==> src/rtl/sgd_pkg.sv <==
package sgd_pkg;

  localparam int WORD_BYTES = 4;
  localparam int DESC_BYTES = 8;
  localparam int CNT_W      = 16;
  localparam int XLEN_W     = CNT_W + 1;

  typedef enum logic [1:0] {
    ACT_SKIP = 2'b00,
    ACT_RSVD = 2'b01,
    ACT_MOVE = 2'b10,
    ACT_JUMP = 2'b11
  } sgd_act_e;

  // control word, MSB first: count[31:16], spare[15:6], act[5:4], spare[3],
  // irq_en[2], last[1], ok[0]
  typedef struct packed {
    logic [CNT_W-1:0] count;
    logic [9:0]       spare_hi;
    sgd_act_e         act;
    logic             spare_lo;
    logic             irq_en;
    logic             last;
    logic             ok;
  } sgd_ctrl_t;

  typedef enum logic [1:0] {
    T_IDLE,
    T_FETCH,
    T_DECODE,
    T_MOVE
  } sgd_state_e;

  typedef enum logic [1:0] {
    F_IDLE,
    F_W0,
    F_W1
  } sgd_fstate_e;

  function automatic sgd_ctrl_t unpack_ctrl(input logic [31:0] w);
    return sgd_ctrl_t'(w);
  endfunction

  // a zero count encodes the full 64 KiB
  function automatic logic [XLEN_W-1:0] xfer_bytes(input logic [CNT_W-1:0] c);
    return (c == '0) ? {1'b1, {CNT_W{1'b0}}} : {1'b0, c};
  endfunction

  function automatic logic [31:0] seq_next(input logic [31:0] a);
    return a + 32'(DESC_BYTES);
  endfunction

endpackage

==> src/rtl/sgd_fetch.sv <==
module sgd_fetch
  import sgd_pkg::*;
#(
  parameter int ADDR_W = 32
) (
  input  logic              clk,
  input  logic              rst_n,
  input  logic              flush,
  input  logic              go,
  input  logic [ADDR_W-1:0] base,
  output logic              rd_req,
  output logic [ADDR_W-1:0] rd_addr,
  input  logic              rd_ack,
  input  logic [31:0]       rd_data,
  output logic [31:0]       ctrl_q,
  output logic [31:0]       addr_q,
  output logic              done
);

  localparam logic [ADDR_W-1:0] STEP = ADDR_W'(WORD_BYTES);

  sgd_fstate_e       st;
  logic [ADDR_W-1:0] base_q;

  assign rd_req  = (st != F_IDLE);
  assign rd_addr = (st == F_W1) ? base_q + STEP : base_q;
  assign done    = (st == F_W1) && rd_ack;

  always_ff @(posedge clk or negedge rst_n) begin
    if (!rst_n) begin
      st     <= F_IDLE;
      base_q <= '0;
      ctrl_q <= '0;
      addr_q <= '0;
    end else if (flush) begin
      st <= F_IDLE;
    end else begin
      case (st)
        F_IDLE: if (go) begin
          base_q <= base;
          st     <= F_W0;
        end
        F_W0: if (rd_ack) begin
          ctrl_q <= rd_data;
          st     <= F_W1;
        end
        F_W1: if (rd_ack) begin
          addr_q <= rd_data;
          st     <= F_IDLE;
        end
        default: st <= F_IDLE;
      endcase
    end
  end

  // a pending read keeps its request and address
  a_r2_read_hold: assert property (@(posedge clk) disable iff (!rst_n || flush)
    (rd_req && !rd_ack) |=> (rd_req && $stable(rd_addr)));

  // a flush drops the read in flight
  a_r9_flush_drops_read: assert property (@(posedge clk) disable iff (!rst_n)
    flush |=> !rd_req);

endmodule

==> src/rtl/sgd_decode.sv <==
module sgd_decode
  import sgd_pkg::*;
#(
  parameter int ADDR_W = 32
) (
  input  logic [31:0]       ctrl_w,
  input  logic [31:0]       addr_w,
  input  logic [ADDR_W-1:0] cur_addr,
  output logic              is_bad,
  output logic              is_move,
  output logic              is_last,
  output logic              is_irq,
  output logic [ADDR_W-1:0] next_addr,
  output logic [ADDR_W-1:0] buf_addr,
  output logic [XLEN_W-1:0] buf_len
);

  sgd_ctrl_t         c;
  logic [31:0]       cur_ext;
  logic [31:0]       seq_sum;
  logic [ADDR_W-1:0] link_addr;
  logic [ADDR_W-1:0] seq_addr;
  logic              is_jump;
  logic              unused_spare;

  assign c            = unpack_ctrl(ctrl_w);
  assign unused_spare = ^{c.spare_hi, c.spare_lo};

  generate
    if (ADDR_W == 32) begin : g_full
      assign cur_ext   = cur_addr;
      assign link_addr = addr_w;
      assign seq_addr  = seq_sum;
    end else begin : g_narrow
      logic unused_hi;
      assign cur_ext   = {{(32-ADDR_W){1'b0}}, cur_addr};
      assign link_addr = addr_w[ADDR_W-1:0];
      assign seq_addr  = seq_sum[ADDR_W-1:0];
      assign unused_hi = ^{addr_w[31:ADDR_W], seq_sum[31:ADDR_W]};
    end
  endgenerate

  assign seq_sum   = seq_next(cur_ext);
  assign is_bad    = !c.ok;
  assign is_move   = c.ok && (c.act == ACT_MOVE);
  assign is_jump   = c.ok && (c.act == ACT_JUMP);
  assign is_last   = c.last;
  assign is_irq    = c.irq_en;
  assign next_addr = is_jump ? link_addr : seq_addr;
  assign buf_addr  = link_addr;
  assign buf_len   = xfer_bytes(c.count);

endmodule

==> src/rtl/sg_desc_dma.sv <==
module sg_desc_dma
  import sgd_pkg::*;
#(
  parameter int ADDR_W = 32
) (
  input  logic              clk,
  input  logic              rst_n,
  input  logic              sw_reset,
  input  logic              start,
  input  logic [ADDR_W-1:0] start_addr,
  output logic              rd_req,
  output logic [ADDR_W-1:0] rd_addr,
  input  logic              rd_ack,
  input  logic [31:0]       rd_data,
  output logic              mv_req,
  output logic [ADDR_W-1:0] mv_addr,
  output logic [XLEN_W-1:0] mv_len,
  input  logic              mv_ack,
  output logic              irq_dma,
  output logic              irq_done,
  output logic              irq_err,
  output logic              busy,
  output logic [ADDR_W-1:0] err_addr
);

  sgd_state_e        st;
  logic [ADDR_W-1:0] cur_q;
  logic [31:0]       ctrl_w;
  logic [31:0]       addr_w;
  logic              fetch_done;
  logic              fetch_go;
  logic [ADDR_W-1:0] fetch_base;
  logic              is_bad;
  logic              is_move;
  logic              is_last;
  logic              is_irq;
  logic [ADDR_W-1:0] next_addr;

  // named internal events
  logic accept_start;
  logic line_done;
  logic bad_hit;
  logic chain_end;

  assign accept_start = (st == T_IDLE) && start;
  assign bad_hit      = (st == T_DECODE) && is_bad;
  assign line_done    = ((st == T_DECODE) && !is_bad && !is_move) ||
                        ((st == T_MOVE) && mv_ack);
  assign chain_end    = line_done && is_last;
  assign fetch_go     = !sw_reset && (accept_start || (line_done && !is_last));
  assign fetch_base   = (st == T_IDLE) ? start_addr : next_addr;
  assign busy         = (st != T_IDLE);
  assign mv_req       = (st == T_MOVE);

  sgd_fetch #(.ADDR_W(ADDR_W)) u_fetch (
    .clk     (clk),
    .rst_n   (rst_n),
    .flush   (sw_reset),
    .go      (fetch_go),
    .base    (fetch_base),
    .rd_req  (rd_req),
    .rd_addr (rd_addr),
    .rd_ack  (rd_ack),
    .rd_data (rd_data),
    .ctrl_q  (ctrl_w),
    .addr_q  (addr_w),
    .done    (fetch_done)
  );

  sgd_decode #(.ADDR_W(ADDR_W)) u_decode (
    .ctrl_w    (ctrl_w),
    .addr_w    (addr_w),
    .cur_addr  (cur_q),
    .is_bad    (is_bad),
    .is_move   (is_move),
    .is_last   (is_last),
    .is_irq    (is_irq),
    .next_addr (next_addr),
    .buf_addr  (mv_addr),
    .buf_len   (mv_len)
  );

  always_ff @(posedge clk or negedge rst_n) begin
    if (!rst_n) begin
      st       <= T_IDLE;
      cur_q    <= '0;
      err_addr <= '0;
      irq_dma  <= 1'b0;
      irq_done <= 1'b0;
      irq_err  <= 1'b0;
    end else if (sw_reset) begin
      st       <= T_IDLE;
      cur_q    <= '0;
      err_addr <= '0;
      irq_dma  <= 1'b0;
      irq_done <= 1'b0;
      irq_err  <= 1'b0;
    end else begin
      irq_dma  <= line_done && is_irq;
      irq_done <= chain_end;
      irq_err  <= bad_hit;
      case (st)
        T_IDLE: if (accept_start) begin
          cur_q <= start_addr;
          st    <= T_FETCH;
        end
        T_FETCH: if (fetch_done) st <= T_DECODE;
        T_DECODE: begin
          if (is_bad) begin
            err_addr <= cur_q;
            st       <= T_IDLE;
          end else if (is_move) begin
            st <= T_MOVE;
          end
        end
        T_MOVE: ;
        default: st <= T_IDLE;
      endcase
      if (line_done) begin
        if (is_last) begin
          st <= T_IDLE;
        end else begin
          cur_q <= next_addr;
          st    <= T_FETCH;
        end
      end
    end
  end

  // nothing is requested while idle
  a_r1_idle_quiet: assert property (@(posedge clk) disable iff (!rst_n)
    !busy |-> (!rd_req && !mv_req));

  // the mover request stays stable until it is acknowledged
  a_r3_move_hold: assert property (@(posedge clk) disable iff (!rst_n || sw_reset)
    (mv_req && !mv_ack) |=> (mv_req && $stable(mv_addr) && $stable(mv_len)));

  // the byte count handed to the mover lies between 1 and 65536
  a_r3_len_range: assert property (@(posedge clk) disable iff (!rst_n)
    mv_req |-> ((mv_len != '0) && (mv_len <= XLEN_W'(65536))));

  // an invalid line stops the chain without a completion pulse
  a_r6_err_stops: assert property (@(posedge clk) disable iff (!rst_n)
    irq_err |-> (!busy && !irq_done));

  // completion leaves the block idle
  a_r7_done_idle: assert property (@(posedge clk) disable iff (!rst_n)
    irq_done |-> !busy);

  // a line interrupt lasts a single cycle
  a_r8_dma_single: assert property (@(posedge clk) disable iff (!rst_n)
    irq_dma |=> !irq_dma);

  // a software reset leaves the block idle and silent
  a_r9_sw_reset_idle: assert property (@(posedge clk) disable iff (!rst_n)
    sw_reset |=> (!busy && !irq_dma && !irq_done && !irq_err));

endmodule

==> config.mk <==
export PLATFORM = sky130hd
export DESIGN_NAME = sg_desc_dma
export DESIGN_NICKNAME = d
export VERILOG_FILES = /design/src/rtl/sgd_pkg.sv /design/src/rtl/sgd_fetch.sv /design/src/rtl/sgd_decode.sv /design/src/rtl/sg_desc_dma.sv
export SDC_FILE = /design/constraint.sdc
export NUM_CORES = 1
export LEC_CHECK = 0
export BUFFER_PORTS_ARGS = -buffer_cell sky130_fd_sc_hd__buf_4
export CELL_PAD_IN_SITES_DETAIL_PLACEMENT = 1
export CELL_PAD_IN_SITES_GLOBAL_PLACEMENT = 2
export CORE_MARGIN = 2
export CORE_UTILIZATION = 34
export DETAILED_ROUTE_END_ITERATION = 16
export PLACE_DENSITY = 0.91
export SYNTH_ARGS = -nofsm -noshare
export SYNTH_HDL_FRONTEND = slang
export SYNTH_SLANG_ARGS = --single-unit
export TNS_END_PERCENT = 5
==> constraint.sdc <==
create_clock -name clk -period 2.3 [get_ports clk]
set_input_delay 0.23 -clock clk [delete_from_list [all_inputs] [get_ports clk]]
set_output_delay 0.23 -clock clk [all_outputs]
set_load 0.05 [all_outputs]
Yosys cells after proc, flatten, opt, wreduce, memory -nomap -nowiden
Cells that the tools add are included.
Storage, ports and cells
  bits in registers: 167
  input port bits: 70
  output and inout port bits: 119
  word-level logic and storage cells: 86
Cells by class
  reduce and logical (&&, ||, !) cells: 31
  $add $sub $neg: 2
  muxes and demuxes: 28
  bitwise logic cells: 1
  equality and inequality tests: 14
Operator list (number)
  2-to-1 mux 32 bit: 11
  adder 32 x 3 -> 32 bit, second input constant: 1
  adder 32 x 4 -> 32 bit, second input constant: 1
  2-to-1 mux 2 bit: 10
  2-to-1 mux 17 bit: 1
  logical NOT 16 bit: 1
  logical AND 1 bit: 12
  one-hot mux 2 bit (3 select lines): 2
  AND reduction 3 bit: 4
  equality test 2 bit, second input constant: 5
  inequality test 3 bit, second input constant: 3
  inequality test 4 bit, second input constant: 2
  nonzero test 2 bit: 3
  inequality test 5 bit, second input constant: 1
  nonzero test 5 bit: 1
  equality test 2 x 1 -> 1 bit, second input constant: 2
  logical NOT 1 bit: 4
  logical NOT 2 bit: 2
  2-to-1 mux 1 bit: 4
  AND reduction 4 bit: 1
  logical OR 1 bit: 2
  inequality test 2 bit, second input constant: 1
  AND reduction 2 bit: 1
  NOT 1 bit: 1

Longest topological paths before layout
Gate-level depths: netlist of run 1.
  depth in word-level cells: 11
  gate-level depth with buffers: 9
  gate-level depth less buffers: 7

Cells and area by module
From an unflattened synthesis of run 1, not the netlist that was laid out.
Unflattened totals
  cell total of the unflattened synthesis: 840
  area total of the unflattened synthesis: 9225.1 um^2
Modules (own cells, without submodules)
  sgd_fetch: seq. area each 2452.4 um^2, cells an instance 311, instances 1, area each 4316.6 um^2
  sg_desc_dma: seq. area each 1726.7 um^2, cells an instance 323, instances 1, area each 3593.4 um^2
  sgd_decode: seq. area each 0.0 um^2, cells an instance 206, instances 1, area each 1315.0 um^2

Least setup slack after synthesis of run 1
No wires, ideal clock.
  path kind: register to output
  start: reg u_fetch.base_q[6]
  end: out rd_addr[25]
  cell stages (with the launch flop): 7
  arrival time: 2.183 ns
  setup slack: -0.113 ns
  buffers on the path: 1
  required time: 2.070 ns
  path through: dfrtp_1 and4_1 and4_1 buf_2 nand4_1 nor3_1 xor2_1
On the way
  word-level cells in the longest chain between the ends: 2
RTL lines
  start, declared: RTL line sgd_fetch.sv:23  | logic [ADDR_W-1:0] base_q;
  start signal, assigned: RTL line sgd_fetch.sv:40  | base_q <= base;
  adder 32 x 3 -> 32 bit: RTL line sgd_fetch.sv:26  | assign rd_addr = (st == F_W1) ? base_q + STEP : base_q;
  2-to-1 mux 32 bit: RTL line sgd_fetch.sv:26
  end, declared: RTL line sg_desc_dma.sv:12  | output logic [ADDR_W-1:0] rd_addr,
Every way passes these cells.

Final worst setup path of run 1
  start: reg u_fetch.base_q[6]
  end: out rd_addr[29]
Same word-level chain as after synthesis.

==> flow_metrics.tcl, run 1 <==
set metrics [dict create \
    clock_sinks 156 \
    first_iter_violations 516 \
    tightest_slew_ns 0.632 \
    vias_per_cell 5.65 \
    final_util_pct 46.3 \
    worstSetupEndpointType "primary output" \
    grt_max_degree 62 \
    synthDistinctLibCells 68 \
    die-height_microns 164 \
    synth_area_leaders "dfrtp_1, mux2_2, a22o_1" \
    grt_usage_pct 24.6 \
    drive_above_1_share_pct 39.0 \
    ant_nets 0 \
    ys.flop_type "dfrtp_1" \
    hp-class "input port to register" \
    path_clk_slew_ns 0.07 \
    timing.critical_path.buf_inv 2 \
    postPlaceCellArea_sq_um 10800 \
    synth_most_common_cell "dfrtp_1" \
    wl_per_cell_microns 23.0 \
    violations "negative setup slack" \
    met2RoutedLength_microns 15500 \
    cts_tree "built" \
    ir_worst_vdd_uv 794 \
    drc 0 \
    status "finished, violations left" \
    finalNetCount 1155 \
    fmaxAchievable_mhz 419 \
    fp.dieW_microns 164 \
    startpoint_type "register" \
    post_synth_most_frequent_cells "dfrtp_1, nand2_1, mux2_2, clkbuf_1, nor2_1" \
    cts_buffers 17 \
    required_ns 2.07 \
    die_area_sq_um 26700 \
    synth-seq-area-share_pct 45.1 \
    fin_worst_skew_ns 0.00938 \
    slowest_delay_ns 0.35 \
    dp_hpwl_microns 24400 \
    synth_top_area_share_pct 45.1 \
    start_util_pct 34.5 \
    top_layer "met4" \
    synthToLayoutAreaGrowth_pct 34.3 \
    syn_area_sq_um 8650 \
    ys.warnings.count 0 \
    port_buffers 188 \
    rsz0062_at_grt "yes" \
    fp.coreArea_sq_um 25100 \
    design_area_sq_um 11600 \
    dr_wl_met3_microns 2250 \
    grt_overflow 0 \
    cellPowerDensity_nw_per_um2 1260 \
    arrival_ns 2.15 \
    synth_edf_count 0 \
    multi_input_area_sq_um 4470 \
    gp_congestion 0.906 \
    cp_max_fo 4 \
    antenna_found_initial 0 \
    cts-root-buf "clkbuf_16" \
    syn_inst 865 \
    h-tree-depth 4 \
    num_io_pins 189 \
    synth_nets 941 \
    hold_violations 0 \
    ys_async_sr_fraction_pct 100 \
    rows 58 \
    antenna_cells 0 \
    finalCritPeriodShare_pct 104 \
    fill_cells 2852 \
    regArea_sq_um 3910 \
    syn_area_per_cell_sq_um 10.0 \
    maxCapViolCount 0 \
    fin_crit_ns 2.38 \
    grt_pass1_vias 8286 \
    slowest_stage "dfrtp_1" \
    cts_buffer_depth 2 \
    drt-pass1-iter-count 5 \
    relSlewSlack_pct 57.4 \
    critical_path_class "register to primary output" \
    met1Wirelength_microns 14400 \
    critPathTopFamily "simple AND/OR/NAND/NOR gates" \
    setup_ws_ns -0.0849 \
    post-synth-top-area-cell "dfrtp_1" \
    dr_total_vias 8041 \
    p_leak_nw 5.30 \
    drt_wl_total_microns 32700 \
    slew_viol_final 0 \
    setup_viol 7 \
    cp_cell_sequence "and4_4 > and4_4 > nand4_1 > buf_4 > nor2_1 > xnor2_1 > buf_4" \
    grt_pass1_wl_microns 49900 \
    clock_latency_ns 0.44 \
    synth-seq-cells 156 \
]
-- what timing repair did --
action | 4_1_cts | 5_1_grt
hold buffers | 1 | 0
setup endpoints to repair | 20 | 22
buffers inserted | 13 | 2
pin swaps | 5 | 3
endpoints found under the hold margin | 43 | 0
gates resized for setup | 24 | 12
-- sequential cells by signal, indices dropped and copies added (netlist names) --
register / flops
cur_q: 32
u_fetch.base_q: 32
irq_done: 1
u_fetch.ctrl_q: 21
irq_dma: 1
u_fetch.addr_q: 32
err_addr: 32
u_fetch.st: 2
irq_err: 1
st: 2
-- cell usage in the layout, fill, tap and decap left out, types with 18 or more instances in the layout --
cell type,n
a211oi_1,30
a21oi_1,36
a22o_1,32
a31oi_1,18
and3_1,30
buf_4,265
dfrtp_1,152
mux2_2,64
mux2i_1,19
nand2_1,66
nand3_1,22
nor2_1,34
o21ai_0,33
xnor2_1,21
xor2_1,23
-- metrics by stage --
step | hold WS (ns) | setup TNS (ns) | setup WS, ns | cells | power, W
floorplan | -0.0656 | -0.470 | -0.0888 | 865 | 0.00894
global placement | 0.187 | 0 | 0.170 | 1374 | 0.0114
detailed placement | 0.189 | 0 | 0.0975 | 1374 | 0.0116
CTS | 0.0123 | -0.257 | -0.0509 | 1420 | 0.0146
global route | 0.0142 | -1.52 | -0.199 | 1422 | 0.0153
finish | 0.0228 | -0.381 | -0.0849 | 1422 | 0.0147
-- power by group --
| part | total (W) | internal (W) | switching, W |
|---|---|---|---|
| combinational | 0.00724 | 0.00252 | 0.00472 |
| sequential | 0.00453 | 0.00355 | 0.000978 |
| clock | 0.00290 | 0.00167 | 0.00123 |
-- cells by family (layout without fill, tap and decap cells) --
family	Yosys count	in the layout	share of synthesized area, %
AOI/OAI and AO/OA	210	210	17.3
and+or+nand+nor	267	267	16.9
buffers and inverters	98	325	4.79
adders and majority gates	6	6	0.868
DFF	156	156	45.1
muxes	83	83	10.5
xor gates and xnor gates	45	45	4.56
-- worst min-delay path: stages --
cell     delay, ns
buf_4         0.09
nand2_1       0.04
o21ai_0       0.07
-- layer usage --
layer	up-vias	track usage [%]
li1	3618	-
met1	4112	33.1
met2	274	40.1
met3	37	5.79
met4	0	6.26
met5	-	0
-- layout make-up --
cell class / instances / share of cell area, %
Clock buffer: 20 / 3.93
Clock inverter: 12 / 1.21
Inverter: 17 / 0.549
Multi-Input combinational cell: 611 / 38.4
Sequential cell: 156 / 33.6
Tap cell: 330 / 3.55
Timing Repair Buffer: 276 / 18.7
-- worst paths after layout --
check | from | endpoint | cells after the start | slack, ns
max | u_fetch.base_q[6] | rd_addr[29] | 7 | -0.08
min | rd_data[1] | u_fetch.ctrl_q[1] | 3 | 0.02
max reg2reg | st[0] | u_fetch.base_q[20] | 8 | 0.15
min reg2reg | err_addr[19] | err_addr[19] | 1 | 0.50
max in group asynchronous | rst_n | u_fetch.base_q[19] | 3 | 1.30
min in group asynchronous | rst_n | err_addr[4] | 2 | 0.28
(Power assumes the default switching activity.)
==> inputs of run 2 (changes only) <==
Settings changed: ABC_AREA set to 1, CORE_UTILIZATION 34 to 31, PLACE_DENSITY 0.91 to 0.92.
==> run 2 against run 1 <==
The run still ends with negative setup slack left. Total power up 2.7%. Flip-flop and latch count unchanged. Critical path depth up 4. Clock skew up 0.0048 ns. Utilization down 5.3 points. Non-clock buffer count down 49. First-iteration DRC count up 2.1%. Area after synthesis up 1.1%.
==> flow_metrics.tcl, run 2 <==
set metrics [dict create \
    status "finished, violations left" \
    violations "negative setup slack" \
    synth_area_leaders "dfrtp_1, nand2_1, o21ai_0" \
    synth_edf_count 0 \
    clock_latency_ns 0.44 \
    antenna_cells 0 \
    drt_wl_total_microns 35100 \
    post-synth-top-area-cell "dfrtp_1" \
    hp-class "input port to register" \
    grt_usage_pct 24.3 \
    slew_viol_final 0 \
    syn_area_sq_um 8750 \
    drt-pass1-iter-count 5 \
    ir_worst_vdd_uv 957 \
    fmaxAchievable_mhz 430 \
    grt_overflow 0 \
    synth_nets 1274 \
    synth-seq-area-share_pct 44.6 \
    dr_total_vias 8975 \
    fp.dieW_microns 172 \
    critical_path_class "register to primary output" \
    final_cells 1765 \
    synthDistinctLibCells 39 \
    finalCritPeriodShare_pct 101 \
    die_area_sq_um 29600 \
    fp.coreArea_sq_um 27800 \
    arrival_ns 2.10 \
    synth_most_common_cell "nand2_1" \
    total_power_w 0.0151 \
    wl_per_cell_microns 19.9 \
    syn_inst 1198 \
    final_common_cell "nand2_1" \
    startpoint_type "register" \
    p_leak_nw 5.64 \
    post_synth_most_frequent_cells "nand2_1, dfrtp_1, o21ai_0, inv_1, nor2_1" \
    clock_sinks 156 \
    fill_cells 3504 \
    syn_area_per_cell_sq_um 7.30 \
    cts_buffers 17 \
    ys.flop_type "dfrtp_1" \
    cp_max_fo 3 \
    h-tree-depth 4 \
    cts_tree "built" \
    cellPowerDensity_nw_per_um2 1320 \
    setup_ws_ns -0.0273 \
    ant_nets 0 \
    ys.warnings.count 0 \
    hold_violations 0 \
    design_area_sq_um 11400 \
    grt_max_degree 63 \
    postPlaceCellArea_sq_um 10600 \
    pre_cts_slack_ns 0.241 \
    grt_pass1_vias 9463 \
    layout_common_cells "nand2_1, buf_4, dfrtp_1" \
    dp_cells 1723 \
    vias_per_cell 5.08 \
    rows 61 \
    antenna_found_initial 2 \
    setup_viol 2 \
    drc 0 \
    start_util_pct 31.5 \
    tightest_slew_ns 0.599 \
    relSlewSlack_pct 59.6 \
    drive_above_1_share_pct 22.6 \
    fin_worst_skew_ns 0.0142 \
    cts-root-buf "clkbuf_16" \
    fin_setup_tns_ns -0.0354 \
    grt_pass1_wl_microns 54100 \
    worstSetupEndpointType "primary output" \
    num_io_pins 189 \
    port_buffers 188 \
    path_clk_slew_ns 0.08 \
    rsz0062_at_grt "yes" \
    gp_congestion 0.892 \
    synthToLayoutAreaGrowth_pct 30.2 \
    fin_crit_ns 2.33 \
    dp_hpwl_microns 26900 \
    finalNetCount 1450 \
    die-height_microns 172 \
    synth-seq-cells 156 \
    cts_buffer_depth 2 \
    ys_async_sr_fraction_pct 100 \
    first_iter_violations 527 \
    maxCapViolCount 0 \
    required_ns 2.07 \
    synth_top_area_share_pct 44.6 \
]
[run 2: per-layer routing]
metal	GRT usage (%)	share of wire, %	vias to the layer above
met5	0	0.043	-
met4	9.32	3.6	2
met3	5.29	6.4	63
met2	41.5	48	292
met1	30.2	41	4420
li1	-	-	4198
[run 2: worst max-delay path, cell delays in order (launching register included)]
cell	delay, ns
dfrtp_1	0.40
inv_2	0.09
nand2_4	0.07
nor2_4	0.09
nand2_2	0.09
nor2_4	0.15
nand2_4	0.08
nor2_4	0.13
nand2_2	0.08
nor2_2	0.09
xor2_1	0.16
buf_4	0.22
[run 2: final timing paths]
path	slack, ns	end	cells past startpoint	from
max	-0.03	rd_addr[29]	11	u_fetch.st[0]
min	0.02	u_fetch.addr_q[12]	2	rd_data[12]
max reg2reg	0.26	u_fetch.base_q[20]	13	st[0]
min reg2reg	0.51	u_fetch.ctrl_q[1]	2	u_fetch.ctrl_q[1]
max in group asynchronous	1.22	u_fetch.addr_q[0]	3	rst_n
min in group asynchronous	0.33	err_addr[24]	2	rst_n
[run 2: metrics by stage]
| step | hold WS (ns) | utilization (%) |
|---|---|---|
| final | 0.0167 | 41.0 |
| after global routing | 0.00773 | 41.0 |
| after CTS | 0.00817 | 40.8 |
| after detailed placement | 0.249 | 38.2 |
| after global placement | 0.241 | 38.2 |
| after floorplan | -0.0656 | - |
[run 2: timing repair]
| item | 4_1_cts | 5_1_grt |
|---|---|---|
| endpoints found under the hold margin | 54 | 0 |
| setup buffers | 7 | 2 |
| pin swaps | 6 | 2 |
| resized for setup | 12 | 14 |
| hold buffers | 1 | 0 |
| setup endpoints to repair | 15 | 16 |
[run 2: final cells by class]
cell class	count	area, sq um	area share, %
repair buffers	227	1790	15.7
flip-flops and latches	156	3910	34.3
clock buffers	17	425	3.74
multi-input cells	836	4110	36.1
inverters	136	513	4.50
clock inverters	15	168	1.47
well taps	378	473	4.15
[run 2: power breakdown]
part | switching [W] | leakage (nW) | internal, W
registers | 0.00105 | 2.02 | 0.00363
clock network | 0.00139 | 0.286 | 0.00146
logic | 0.00529 | 3.33 | 0.00223
total | 0.00774 | 5.64 | 0.00733
[run 2: kinds of logic after synthesis]
family	count (synthesis)	synth area share [%]
muxes	9	1.16
buffers and inverters	206	9.34
and+or+nand+nor	565	27.4
xor gates and xnor gates	28	2.80
AOI/OAI and AO/OA	228	13.8
DFF	156	44.6
adders and majority gates	6	0.858
==> inputs of run 3 (changes only) <==
Settings changed: CORE_MARGIN 2 to 10, CORE_UTILIZATION 31 to 32, PLACE_DENSITY 0.92 to 0.93, SYNTH_HIERARCHICAL set to 1.
==> run 3 against run 2 <==
The flow now finishes without violations. Synthesized cell count grew 11%. Cell area grew 2.5%. Wire length shrank 3.1%. Worst hold slack gained 0.040 ns. Cell count grew 4.9%.
==> flow_metrics.tcl, run 3 <==
set metrics [dict create \
    total_power_w 0.0137 \
    cp_max_fo 3 \
    tightest_slew_ns 0.737 \
    critical_path_class "register to primary output" \
    syn_inst 1327 \
    drt_wl_total_microns 34000 \
    grt_pass1_vias 9456 \
    num_io_pins 189 \
    grt_max_degree 66 \
    design_area_sq_um 11700 \
    maxCapViolCount 0 \
    fp.dieW_microns 192 \
    clock_sinks 156 \
    antenna_found_initial 2 \
    synth_nets 1404 \
    drt-pass1-iter-count 4 \
    grt_overflow 0 \
    cts_tree "built" \
    switching_share_pct 47.7 \
    startpoint_type "register" \
    vias_per_cell 4.82 \
    power_frac_clock_pct 21.2 \
    ant_nets 0 \
    hold_violations 0 \
    grt_pass1_wl_microns 53500 \
    die_area_sq_um 37000 \
    synthToLayoutAreaGrowth_pct 22.7 \
    dp_hpwl_microns 25900 \
    ir_worst_vdd_uv 785 \
    fill_cells 3739 \
    layout_common_cells "nand2_1, buf_4, dfrtp_1" \
    start_util_pct 32.3 \
    syn_area_per_cell_sq_um 7.17 \
    first_iter_violations 430 \
    arrival_ns 1.96 \
    status "finished clean" \
    port_buffers 188 \
    p_leak_nw 6.03 \
    dr_total_vias 8934 \
    pre_cts_slack_ns 0.185 \
    cell_internal_pwr_w 0.00715 \
    p_switching_w 0.00653 \
    combPwrFrac_pct 46.1 \
    rows 63 \
    grt_usage_pct 18.4 \
    worstSetupEndpointType "primary output" \
    cts_buffer_depth 2 \
    slew_viol_final 0 \
    fp.coreArea_sq_um 29500 \
    h-tree-depth 4 \
    fin_crit_ns 2.19 \
    path_clk_slew_ns 0.07 \
    drive_above_1_share_pct 22.4 \
    setup_ws_ns 0.105 \
    wl_per_cell_microns 18.4 \
    final_util_pct 39.6 \
    rsz0062_at_grt "yes" \
    relSlewSlack_pct 50.9 \
    ys.warnings.count 6 \
    finalCritPeriodShare_pct 95.4 \
    fmaxAchievable_mhz 456 \
    gp_congestion 0.887 \
    hp-class "input port to register" \
    cts_buffers 17 \
    drc 0 \
    required_ns 2.07 \
    setup_viol 0 \
    postPlaceCellArea_sq_um 11000 \
    syn_area_sq_um 9520 \
    clock_latency_ns 0.43 \
    fin_worst_skew_ns 0.00922 \
    finalNetCount 1525 \
    pwr-share-seq_pct 32.7 \
    cts-root-buf "clkbuf_16" \
    die-height_microns 192 \
    final_common_cell "nand2_1" \
    cellPowerDensity_nw_per_um2 1170 \
]
[run 3: path summary, 6_finish.rpt]
check	from	endpoint	slack, ns	cells past startpoint
min	rd_data[7]	u_fetch/addr_q[7]	0.06	3
max in group asynchronous	rst_n	u_fetch/addr_q[13]	1.10	3
max	u_fetch/base_q[2]	rd_addr[24]	0.11	9
min reg2reg	u_fetch/ctrl_q[2]	u_fetch/ctrl_q[2]	0.50	2
min in group asynchronous	rst_n	irq_done	0.33	2
max reg2reg	st[0]	cur_q[21]	0.16	9
[run 3: layer usage]
metal	up-vias	track usage, %	wire length (microns)
met4	0	6.08	716
met3	37	4.45	1940
li1	4335	-	-
met2	190	29.1	15400
met1	4372	24.3	16000
met5	-	0	0
[run 3: power by group through the flow]
stage / logic [W] / clock network [W] / registers (W)
finish: 0.00631 / 0.00289 / 0.00448
global placement: 0.00613 / 0 / 0.00448
floorplan: 0.00474 / 0 / 0.00414
CTS: 0.00631 / 0.00295 / 0.00447
detailed placement: 0.00625 / 0 / 0.00452
global route: 0.00687 / 0.00305 / 0.00461
[run 3: cell type report]
| type | instances | area [sq um] | area share [%] |
|---|---|---|---|
| Sequential cell | 156 | 3910 | 33.5 |
| Clock buffer | 20 | 437 | 3.74 |
| Timing Repair Buffer | 211 | 1680 | 14.4 |
| Multi-Input combinational cell | 936 | 4530 | 38.8 |
| Clock inverter | 11 | 146 | 1.25 |
| Inverter | 126 | 478 | 4.09 |
| Antenna cell | 2 | 5.00 | 0.0429 |
| Tap cell | 390 | 488 | 4.18 |
[run 3: timing repair]
item / 4_1_cts / 5_1_grt
endpoints found under the setup margin: 11 / 38
gates resized for setup: 5 / 23
buffers inserted: 4 / 0
hold buffers: 1 / 0
gates cloned: 0 / 1
pin swaps: 3 / 8
endpoints found under the hold margin: 50 / 0
[run 3: critical path, stage by stage, from the launching register on]
cell and delay, ns:
dfrtp_1 0.38, ha_2 0.20, inv_1 0.06, nor2_2 0.13, nand3_1 0.17, nor2_2 0.18, nand3_1 0.09, nand2_1 0.07
nand2_1 0.06, buf_4 0.19
[run 3: per-stage QoR]
step / hold slack (ns) / cells / TNS [ns]
final: 0.0567 / 1852 / 0
after global placement: 0.239 / 1813 / 0
after detailed placement: 0.237 / 1813 / 0
after floorplan: -0.0656 / 1327 / 0
after CTS: 0.0464 / 1849 / 0
after global routing: 0.0597 / 1852 / -0.101
